--- src/rtl/sdec_pkg.sv ---
`timescale 1ns/1ps
package sdec_pkg;
    typedef enum logic [2:0] {
        ST_IDLE = 3'd0,
        ST_RD   = 3'd1,
        ST_WR   = 3'd2,
        ST_DOZE = 3'd3,
        ST_WAKE = 3'd4
    } sdec_state_e;

    localparam logic [1:0] CYC_DESEL = 2'b00;
    localparam logic [1:0] CYC_READ  = 2'b01;
    localparam logic [1:0] CYC_WRITE = 2'b10;
endpackage

--- src/rtl/sdec_select.sv ---
`timescale 1ns/1ps
module sdec_select (
    input  logic enable_n_i,
    input  logic sel_a_i,
    input  logic sel_b_n_i,
    output logic sel_o
);
    always_comb begin
        sel_o = !enable_n_i && sel_a_i && !sel_b_n_i;
    end
endmodule

--- src/rtl/sdec_lane_write.sv ---
`timescale 1ns/1ps
module sdec_lane_write #(
    parameter int BUS_LANES = 4,
    parameter int ACT_LANES = 4
) (
    input  logic                 wr_all_n_i,
    input  logic                 lane_gate_n_i,
    input  logic [BUS_LANES-1:0] lane_pick_n_i,
    output logic [BUS_LANES-1:0] lane_req_o
);
    for (genvar k = 0; k < BUS_LANES; k++) begin : g_lane
        if (k < ACT_LANES) begin : g_live
            assign lane_req_o[k] = !wr_all_n_i || (!lane_gate_n_i && !lane_pick_n_i[k]);
        end else begin : g_tied
            assign lane_req_o[k] = 1'b0;
        end
    end
endmodule

--- src/rtl/sdec_fsm.sv ---
`timescale 1ns/1ps
module sdec_fsm
    import sdec_pkg::*;
#(
    parameter int BUS_LANES = 4
) (
    input  logic                 clk,
    input  logic                 rst_n,
    input  logic                 doze_i,
    input  logic                 sel_i,
    input  logic [BUS_LANES-1:0] lane_req_i,
    input  logic                 out_gate_n_i,
    output sdec_state_e          st_o,
    output logic [1:0]           cyc_o,
    output logic [BUS_LANES-1:0] lane_wr_o,
    output logic                 drv_en_o
);
    sdec_state_e          st_q, st_nxt;
    logic [BUS_LANES-1:0] lane_q, lane_nxt;

    always_comb begin
        st_nxt = st_q;
        unique case (st_q)
            ST_DOZE: st_nxt = doze_i ? ST_DOZE : ST_WAKE;
            ST_IDLE, ST_RD, ST_WR, ST_WAKE: begin
                if (doze_i)           st_nxt = ST_DOZE;
                else if (!sel_i)      st_nxt = ST_IDLE;
                else if (|lane_req_i) st_nxt = ST_WR;
                else                  st_nxt = ST_RD;
            end
            default: st_nxt = ST_IDLE;
        endcase
        lane_nxt = (st_nxt == ST_WR) ? lane_req_i : '0;
    end

    always_ff @(posedge clk or negedge rst_n) begin
        if (!rst_n) begin
            st_q   <= ST_IDLE;
            lane_q <= '0;
        end else begin
            st_q   <= st_nxt;
            lane_q <= lane_nxt;
        end
    end

    always_comb begin
        cyc_o = CYC_DESEL;
        unique case (st_q)
            ST_RD:   cyc_o = CYC_READ;
            ST_WR:   cyc_o = CYC_WRITE;
            ST_IDLE, ST_DOZE, ST_WAKE: cyc_o = CYC_DESEL;
            default: cyc_o = CYC_DESEL;
        endcase
        lane_wr_o = lane_q;
        drv_en_o  = (st_q == ST_RD) && !out_gate_n_i && !doze_i;
        st_o      = st_q;
    end
endmodule

--- src/rtl/sdec_lane_expand.sv ---
`timescale 1ns/1ps
module sdec_lane_expand #(
    parameter int BUS_LANES = 4,
    parameter int LANE_W    = 9
) (
    input  logic [BUS_LANES-1:0]        lane_wr_i,
    output logic [BUS_LANES*LANE_W-1:0] wr_bits_o
);
    localparam int DBITS = LANE_W - 1;
    localparam int DW    = BUS_LANES * DBITS;

    for (genvar k = 0; k < BUS_LANES; k++) begin : g_exp
        assign wr_bits_o[k*DBITS +: DBITS] = {DBITS{lane_wr_i[k]}};
        assign wr_bits_o[DW + k]           = lane_wr_i[k];
    end
endmodule

--- src/rtl/sram_sel_wr_decoder.sv ---
`timescale 1ns/1ps
module sram_sel_wr_decoder
    import sdec_pkg::*;
#(
    parameter int BUS_LANES = 4,
    parameter int ACT_LANES = 4,
    parameter int LANE_W    = 9
) (
    input  logic                        clk,
    input  logic                        rst_n,
    input  logic                        doze_i,
    input  logic                        enable_n_i,
    input  logic                        sel_a_i,
    input  logic                        sel_b_n_i,
    input  logic                        wr_all_n_i,
    input  logic                        lane_gate_n_i,
    input  logic [BUS_LANES-1:0]        lane_pick_n_i,
    input  logic                        out_gate_n_i,
    output logic [1:0]                  cyc_o,
    output logic [BUS_LANES-1:0]        lane_wr_o,
    output logic [BUS_LANES*LANE_W-1:0] wr_bits_o,
    output logic                        drv_en_o
);
    logic                 sel_w;
    logic [BUS_LANES-1:0] lane_req_w;
    sdec_state_e          st_w;

    sdec_select u_select (
        .enable_n_i (enable_n_i),
        .sel_a_i    (sel_a_i),
        .sel_b_n_i  (sel_b_n_i),
        .sel_o      (sel_w)
    );

    sdec_lane_write #(.BUS_LANES(BUS_LANES), .ACT_LANES(ACT_LANES)) u_lane_write (
        .wr_all_n_i    (wr_all_n_i),
        .lane_gate_n_i (lane_gate_n_i),
        .lane_pick_n_i (lane_pick_n_i),
        .lane_req_o    (lane_req_w)
    );

    sdec_fsm #(.BUS_LANES(BUS_LANES)) u_fsm (
        .clk          (clk),
        .rst_n        (rst_n),
        .doze_i       (doze_i),
        .sel_i        (sel_w),
        .lane_req_i   (lane_req_w),
        .out_gate_n_i (out_gate_n_i),
        .st_o         (st_w),
        .cyc_o        (cyc_o),
        .lane_wr_o    (lane_wr_o),
        .drv_en_o     (drv_en_o)
    );

    sdec_lane_expand #(.BUS_LANES(BUS_LANES), .LANE_W(LANE_W)) u_expand (
        .lane_wr_i (lane_wr_o),
        .wr_bits_o (wr_bits_o)
    );
endmodule

--- config.mk ---
export PLATFORM = sky130hd
export DESIGN_NAME = sram_sel_wr_decoder
export DESIGN_NICKNAME = d
export VERILOG_FILES = /design/src/rtl/sdec_pkg.sv /design/src/rtl/sdec_select.sv /design/src/rtl/sdec_lane_write.sv /design/src/rtl/sdec_fsm.sv /design/src/rtl/sdec_lane_expand.sv /design/src/rtl/sram_sel_wr_decoder.sv
export SDC_FILE = /design/constraint.sdc
export NUM_CORES = 1
export LEC_CHECK = 0
export ABC_AREA = 1
export BUFFER_PORTS_ARGS = -buffer_cell sky130_fd_sc_hd__buf_2
export CAP_MARGIN = 20
export CORE_UTILIZATION = 41
export CTS_BUF_LIST = sky130_fd_sc_hd__clkbuf_8
export CTS_CLUSTER_SIZE = 20
export DETAILED_ROUTE_END_ITERATION = 6
export MAX_ROUTING_LAYER = met4
export PLACE_DENSITY = 0.94
export SLEW_MARGIN = 20
export SYNTH_ARGS = -nofsm -noshare
export SYNTH_HDL_FRONTEND = slang
export SYNTH_HIERARCHICAL = 1
export SYNTH_SLANG_ARGS = --single-unit
--- constraint.sdc ---
create_clock -name clk -period 1.6 [get_ports clk]
set_input_delay 0.32 -clock clk [delete_from_list [all_inputs] [get_ports clk]]
set_output_delay 0.32 -clock clk [all_outputs]
set_load 0.02 [all_outputs]
* Word level (Yosys, flattened, before mapping)
Cells that the tools add are included.
Word-level totals: register bits after elaboration 7, bits in latches 0, RAM bits 0, memory bits (read-only) 0, input bits 13, output and inout port bits 43, word-level logic and storage cells 39, memories 0
Cells by class: add/sub/neg operators 0, multiply operators 0, divide/modulo/power cells 0, order comparisons 0, equality and inequality tests 5, shift operators 0, muxes and demuxes 7, bitwise gates (word level) 0, reduce and logical (&&, ||, !) cells 25
Operator list (count):
- $logic_not 1->1 | 10
- $eq 3x2->1 const B | 3
- $mux 3 | 3
- $logic_and 1x1->1 | 8
- $reduce_or 4->1 | 2
- $pmux 3 s2 | 1
- $logic_or 1x1->1 | 4
- $mux 4 | 1
- $pmux 2 s2 | 1
- $eq 3x1->1 const B | 1
- $eq 3x3->1 const B | 1
- $logic_not 3->1 | 1
- $mux 2 | 1

* Longest topological paths before layout
Gate-level depths: netlist (run 1).
depth in word-level cells 10, mapped depth 5

* Hierarchy
The synthesis (run 1) kept the hierarchy.
By module, submodules not included:
- sdec_fsm | instances 1, cells an instance 36, area an instance 311.5 sq um, seq. area each 175.2 sq um
- sdec_lane_expand | instances 1, cells an instance 36, area an instance 270.3 sq um, seq. area each 0.0 sq um
- sdec_lane_write | instances 1, cells an instance 4, area an instance 20.0 sq um, seq. area each 0.0 sq um
- sdec_select | instances 1, cells an instance 3, area an instance 13.8 sq um, seq. area each 0.0 sq um

* Worst setup path before layout (run 1)
No wires, ideal clock.
path kind reg-to-output, from reg u_fsm.st_q[1] (netlist: u_fsm/st_o[1]), to out drv_en_o, arrival time 0.988 ns, required time 1.280 ns, slack 0.292 ns, cell stages (with the launch flop) 4, path buffers 0, cell sequence dfrtp_1 -> inv_1 -> nand3_1 -> nor3_1
Between the ends: word-level cells in the longest chain between the ends 3
Ends and longest elaborated chain:
- from (decl) | line sdec_fsm.sv:18 | sdec_state_e st_q, st_nxt;
- from (signal assigned) | line sdec_fsm.sv:41 | st_q <= st_nxt;
- $eq 3x1->1 | line sdec_fsm.sv:55 | drv_en_o = (st_q == ST_RD) && !out_gate_n_i && !doze_i;
- $logic_and 1x1->1 (2 in series) | line sdec_fsm.sv:55
- to (decl) | line sram_sel_wr_decoder.sv:22 | output logic drv_en_o
No other way between the ends.

* Worst setup path after layout (run 1)
from reg u_fsm.st_q[2] (netlist: u_fsm/st_o[2]), to out drv_en_o
The elaborated chain is that of the path after synthesis.

==> results.toml, run 1 <==
[run_status]
status = "completed"

[route]
viasPerCell = 4.19
wl_per_cell_um = 7.99
drt_iter0_drc = 5
ant_nets = 0
remaining_drc_errors = 0
first_pass_iters = 4
wirelength_um = 943
vias = 495

[clock_tree]
clock_tree.buffer_depth = 2
clk_latency_ps = 220
numClockSinks = 7
clk_pin_slew_worst_paths_ps = 40
cts_tree = "yes"
h-tree-depth = 1
cts_made_buffers = 3
cts_root_buffer = "clkbuf_8"

[final_layout]
final_cell_mix = "buf_2, inv_1, nor2_1, dfrtp_1, o21ai_1"
diodes = 0
nets = 117
nFillCells = 134
final_util = 0.514
seqCellArea_um2 = 175
syn_to_final_growth_pct = 12.8
mostFrequentLayoutCell = "buf_2"
drive_gt1_frac = 0.612
multi_input_area_um2 = 133

[place]
io_buffers = 55
gp_congestion = 0.726
dp_hpwl_um = 796

[hold_path]
hp-class = "in -> reg"

[job]
maxCapViolations = 0

[floorplan]
die_area_um2 = 1660
die_w_um = 40.8
io_pins = 56
initial_core_util = 0.456
rows = 13
die_h_um = 40.8
core_area_um2 = 1350

[synthesis]
avgSynthCellArea_um2 = 7.79
ys_seq_elements = 7
synth-seq-area-share = 0.285
synth_fp_nets = 92
syn-cell-area_um2 = 616
syn_inst = 79
synth_cell_type_count = 13
yosysWarningCount = 6

[sta]
hold_viol_final = 0
worst_pin_slew_ps = 206
max_freq_mhz = 708
fin_skew_ps = 0.590
setup_viol = 0
slew_headroom = 0.863
period_needed_ps = 1410
period_share = 0.883
finalSetupTns_ps = 0
slew_viol_final = 0
rsz0062_at_grt = "false"

[global_routing]
grt_antenna_before_repair = 0
grt_max_degree = 11
grt_pass1_wl_um = 1260
grt-ovfl-total = 0
grt_use_total = 0.125
first_global_vias = 333

[pwr]
power_uw = 548
peakVddDrop_v = 0.000283
pwr_density_cell_nw_per_um2 = 790
leakagePower_uw = 0.000508

[worst_setup_path]
critPathArrivalTime_ps = 1090
critPathKind = "reg -> out"
crit_path_end_kind = "primary output"
crit_required_ps = 1280
cp_max_fo = 3
startpoint_type = "flip-flop"
==> layout make-up <==
cell class                      count  area share
Inverter                           10      0.0541
Sequential cell                     7       0.252
Tap cell                           15      0.0270
Multi-Input combinational cell     26       0.191
Clock buffer                        3      0.0595
Timing Repair Buffer               56       0.411
Clock inverter                      1     0.00541
==> per-layer routing <==
layer  vias to the layer above  wire length [um]  part of all wire  GRT usage
li1                        254                 -                 -          -
met1                       205               395              0.42      0.130
met2                        36               476              0.50      0.198
met3                         0                71             0.075     0.0163
met4                         0                 0                 0      0.125
met5                         -                 0                 0          -
==> synthesized netlist by cell type, drive strengths merged <==
library cell,count,area (um^2)
nand4,2,18.8
dfrtp,7,175
nand2,3,13.8
a21oi,2,10.0
nor2,10,45.1
nor3,3,15.0
nand3,2,10.0
buf,36,270
o21ai,4,20.0
inv,10,37.5
==> cell families after synthesis <==
group                  count (synthesis)  synth area share
buffers and inverters                 46             0.500
AND/OR/NAND/NOR                       20             0.167
flip-flops                             7             0.285
AO/OA/AOI/OAI                          6            0.0488
==> critical path, stage by stage, from the launching register on <==
cell,delay [ps]
dfrtp_1,390
inv_1,80
nand3_1,90
nor3_1,130
buf_2,180
==> through the flow <==
step,worst slack (ps),area (um^2),instances,hold WS [ps]
after detailed placement,415,639,113,154
final,188,694,118,325
after global routing,46.7,694,118,337
after global placement,463,639,113,153
after CTS,177,694,118,324
after floorplan,292,616,79,24.4
==> power by group <==
part | switching [uW] | internal, uW
Clock | 67.9 | 165
Sequential | 9.89 | 186
Combinational | 76.2 | 42.9
==> state kept, by name, indices dropped and copies added, names as in the netlist <==
signal           cells
u_fsm/lane_wr_o      4
u_fsm/st_o           3
==> timing repair <==
item                                   in CTS  in global routing
endpoints found under the hold margin       7                  0
setup buffers                               0                  0
resized for setup                           0                  0
hold buffers                                1                  0
==> worst paths after layout <==
check	startpoint	slack [ps]	end	cells past startpoint
worst max-delay path	u_fsm/st_o[2]$_DFF_PN0_	190	drv_en_o	4
min in group asynchronous	rst_n	460	u_fsm/lane_wr_o[2]$_DFF_PN0_	2
max in group asynchronous	rst_n	1000	u_fsm/st_o[2]$_DFF_PN0_	2
worst min register to register	u_fsm/st_o[2]$_DFF_PN0_	480	u_fsm/st_o[2]$_DFF_PN0_	1
worst max register to register	u_fsm/st_o[0]$_DFF_PN0_	570	u_fsm/lane_wr_o[3]$_DFF_PN0_	5
worst min-delay path	doze_i	320	u_fsm/st_o[2]$_DFF_PN0_	2
Note: power is estimated with default switching activity, not from simulation.
==> run 2: changes to the inputs <==
ABC_AREA = default   (was 1)
CORE_UTILIZATION = 40   (was 41)
PLACE_DENSITY = 0.93   (was 0.94)
==> results.toml, run 2 <==
[run_status]
status = "completed"

[floorplan]
die_area_um2 = 1690
die_h_um = 41.1
io_pins = 56
core_area_um2 = 1370
initial_core_util = 0.448
die_w_um = 41.1
rows = 13

[route]
viasPerCell = 4.44
wl_met3_um = 98
vias = 466
top_layer_used = "met3"
drt_iter0_drc = 4
remaining_drc_errors = 0
ant_nets = 0
first_pass_iters = 4
met1_length_um = 395
wirelength_um = 969
dr_wl_met2_um = 474
wl_per_cell_um = 9.23

[global_routing]
first_global_vias = 342
grt_max_degree = 11
grt_pass1_wl_um = 1250
grt-ovfl-total = 0
grt_antenna_before_repair = 0
grt_use_total = 0.122

[place]
dp_hpwl_um = 792
post_dp_cell_area_um2 = 646
gp_congestion = 0.690
io_buffers = 55

[worst_setup_path]
cp_max_fo = 7
crit_required_ps = 1280
crit_path_end_kind = "primary output"
critPathArrivalTime_ps = 1200
critPathKind = "reg -> out"
startpoint_type = "flip-flop"

[synthesis]
synth_edf_count = 0
synthFlopType = "dfrtp_1"
synth_top_area_frac = 0.442
synth_fp_nets = 79
syn_inst = 66
avgSynthCellArea_um2 = 9.27
synth_cell_type_count = 14
synth-async-reset-ratio = 1.00
yosysWarningCount = 6
syn-cell-area_um2 = 612
ys_seq_elements = 7
yosysTopAreaCell = "buf_4"
synth-seq-area-share = 0.286
yosys-top-cells-count = "buf_4, dfrtp_1, and2_1, o21ai_1, nor3b_1"
synth_most_common_cell = "buf_4"
synth.area.top_cells = "buf_4, dfrtp_1, and2_1"

[pwr]
pwr_density_cell_nw_per_um2 = 786
leakagePower_uw = 0.000459
peakVddDrop_v = 0.000447
power_uw = 550

[sta]
whs_ps = 419
max_freq_mhz = 658
setup_viol = 0
period_share = 0.949
finalSetupTns_ps = 0
rsz0062_at_grt = "false"
fin_skew_ps = 2.05
slew_headroom = 0.834
slew_viol_final = 0
hold_viol_final = 0
worst_pin_slew_ps = 247
period_needed_ps = 1520

[clock_tree]
cts_tree = "yes"
numClockSinks = 7
clock_tree.buffer_depth = 2
clk_pin_slew_worst_paths_ps = 40
cts_root_buffer = "clkbuf_8"
cts_setup_buffers = 0
h-tree-depth = 1
clk_latency_ps = 220
cts_made_buffers = 3

[job]
maxCapViolations = 0

[final_layout]
final_cell_area_um2 = 701
drive_gt1_frac = 0.711
largest_reg_flops = 4
seqCellArea_um2 = 175
final_util = 0.513
mostFrequentLayoutCell = "buf_2"
nets = 104
multi_input_area_um2 = 176
final_cell_mix = "buf_2, dfrtp_1, nor3b_2, and2_1, o21ai_1"
diodes = 0
syn_to_final_growth_pct = 14.5
nFillCells = 134

[hold_path]
hp-class = "in -> reg"
run 2: cell types whose count changed after synthesis, moves of 3 or more:
cell	previous run	this run
inv_1	10	0
nor2_1	7	0
nor2_2	3	0
and2_1	0	4
nor3b_1	0	3
nor3_1	3	0
run 2: critical path: stages (launching register included):
cell and delay (ps):
dfrtp_1 450, nor3b_2 190, nor3b_2 160, buf_2 170
run 2: per-stage QoR:
step,setup WS (ps),std cells
4_1_cts,69.7,105
3_5_place_dp,209,100
6_report,80.9,105
2_1_floorplan,80.5,66
5_1_grt,26.4,105
3_3_place_gp,235,100
run 2: worst paths after layout:
path                                                     end  depth (start not counted)  slack (ps)                     from
worst min register to register       u_fsm/st_o[1]$_DFF_PN0_                          1         570  u_fsm/st_o[0]$_DFF_PN0_
worst max register to register  u_fsm/lane_wr_o[1]$_DFF_PN0_                          3         370  u_fsm/st_o[2]$_DFF_PN0_
max in group asynchronous            u_fsm/st_o[1]$_DFF_PN0_                          2         980                    rst_n
worst min-delay path            u_fsm/lane_wr_o[2]$_DFF_PN0_                          3         420         lane_pick_n_i[2]
worst max-delay path                                drv_en_o                          3          80  u_fsm/st_o[2]$_DFF_PN0_
min in group asynchronous       u_fsm/lane_wr_o[1]$_DFF_PN0_                          2         470                    rst_n
run 2: kinds of logic (layout without fill, tap and decap cells):
family	count (synthesis)	after routing	synth area share
AO/OA/AOI/OAI	9	9	0.0859
adder cells (fa/ha/maj)	1	1	0.0184
buffers and inverters	36	60	0.442
AND/OR/NAND/NOR	13	13	0.168
flip-flops	7	7	0.286
run 2: report_power, final:
group	internal (uW)	switching [uW]
Sequential	187	14.5
Clock	165	67.3
Combinational	49.1	67.8
run 2: routing by layer:
metal,GRT usage,vias to the layer above
met5,-,-
met4,0.0968,0
met3,0,0
met2,0.219,40
met1,0.123,193
li1,-,233
run 2: final cells by class:
cell class                      count  share of cell area
Clock buffer                        3              0.0589
Clock inverter                      1             0.00536
Tap cell                           15              0.0268
Multi-Input combinational cell     23               0.252
Timing Repair Buffer               56               0.407
Sequential cell                     7               0.250
run 2: what timing repair did:
action                    CTS  global route
hold endpoints to repair    7             0
resized for setup           0             0
hold buffers                1             0
==> run 3: changes to the inputs <==
BUFFER_PORTS_ARGS = default   (was -buffer_cell sky130_fd_sc_hd__buf_2)
CORE_UTILIZATION = 45   (was 40)
DONT_BUFFER_PORTS = 1   (was default)
HOLD_SLACK_MARGIN = 0.12   (was default)
PLACE_DENSITY = 0.67   (was 0.93)
==> results.toml, run 3 (synthesized netlist as in run 2, its figures left out) <==
[route]
vias = 316
ant_nets = 0
first_pass_iters = 2
wirelength_um = 898
drt_iter0_drc = 3
remaining_drc_errors = 0
wl_per_cell_um = 15.2
viasPerCell = 5.36

[sta]
whs_ps = 309
period_needed_ps = 1530
rsz0062_at_grt = "true"
fin_skew_ps = 1.82
slew_viol_final = 0
max_freq_mhz = 655
setup_viol = 0
slew_headroom = 0.801
finalSetupTns_ps = 0
period_share = 0.955
worst_pin_slew_ps = 298
hold_viol_final = 0

[worst_setup_path]
crit_required_ps = 1280
critPathKind = "reg -> out"
reg2regPathDepth = 5
cp_max_fo = 5
startpoint_type = "flip-flop"
critPathArrivalTime_ps = 1210
crit_path_end_kind = "primary output"

[final_layout]
final_cell_mix = "buf_4, dfrtp_2"
drive_gt1_frac = 0.556
nFillCells = 117
final_cells = 59
multi_input_area_um2 = 176
largest_reg_flops = 4
syn_to_final_growth_pct = -9.00
final_util = 0.469
seqCellArea_um2 = 183
diodes = 0
nets = 59

[floorplan]
die_area_um2 = 1510
io_pins = 56
initial_core_util = 0.516
core_area_um2 = 1190
rows = 12
die_w_um = 38.9
die_h_um = 38.9

[global_routing]
grt_pass1_wl_um = 1360
grt-ovfl-total = 0
grt_max_degree = 11
grt_use_total = 0.150
grt_antenna_before_repair = 0
first_global_vias = 331

[pwr]
peakVddDrop_v = 0.000472
power_uw = 546
leakagePower_uw = 0.000232
pwr_density_cell_nw_per_um2 = 981

[clock_tree]
clk_latency_ps = 220
clock_tree.buffer_depth = 2
h-tree-depth = 1
clk_pin_slew_worst_paths_ps = 40
numClockSinks = 7
cts_root_buffer = "clkbuf_8"
cts_tree = "yes"
cts_made_buffers = 3

[hold_path]
hp-class = "in -> reg"
holdPathStages = 2

[run_status]
status = "completed"

[place]
gp_congestion = 0.688
dp_cells = 51
io_buffers = 0

[job]
maxCapViolations = 0
==> run 3: path summary, 6_finish.rpt <==
| path | start | endpoint | slack (ps) |
|---|---|---|---|
| worst max-delay path | u_fsm/st_o[2]$_DFF_PN0_ | drv_en_o | 70 |
| worst min-delay path | doze_i | u_fsm/st_o[1]$_DFF_PN0_ | 310 |
| worst max register to register | u_fsm/st_o[2]$_DFF_PN0_ | u_fsm/lane_wr_o[2]$_DFF_PN0_ | 90 |
| worst min register to register | u_fsm/st_o[0]$_DFF_PN0_ | u_fsm/st_o[0]$_DFF_PN0_ | 540 |
| max in group asynchronous | rst_n | u_fsm/lane_wr_o[3]$_DFF_PN0_ | 940 |
| min in group asynchronous | rst_n | u_fsm/st_o[1]$_DFF_PN0_ | 420 |
==> run 3: per-layer routing <==
metal,wire length [um],up-vias,track usage
met1,311,150,0.134
li1,-,144,-
met2,461,20,0.250
met5,0,-,-
met3,98,2,0.0173
met4,27,0,0.181
==> run 3: final cells by class <==
| type | instances | area share |
|---|---|---|
| clock buffer | 3 | 0.0742 |
| tap | 14 | 0.0315 |
| clock inverter | 1 | 0.00674 |
| timing repair buffer | 11 | 0.243 |
| sequential | 7 | 0.328 |
| multi-input combinational | 23 | 0.317 |
==> run 3: critical path: stages (launching register included) <==
cell and delay [ps]:
dfrtp_2 430, nor3b_2 200, nor3b_2 190, buf_4 160
==> run 3: stage by stage <==
stage,setup slack (ps),area [um^2]
2_1_floorplan,80.5,622
3_3_place_gp,343,477
3_5_place_dp,284,477
5_1_grt,-7.21,557
6_report,72.3,557
4_1_cts,36.4,532
==> run 3: where the power goes <==
part	internal [uW]	switching, uW	leakage [uW]
registers	188	12.6	0.0000837
logic	42.4	64.2	0.000121
clock network	166	73.8	0.0000269
==> run 3: timing repair <==
| action | in CTS | in global routing |
|---|---|---|
| endpoints found under the hold margin | 7 | 0 |
| setup buffers | 0 | 3 |
| resized for setup | 0 | 2 |
| endpoints found under the setup margin | 0 | 1 |
| hold buffers | 1 | 0 |
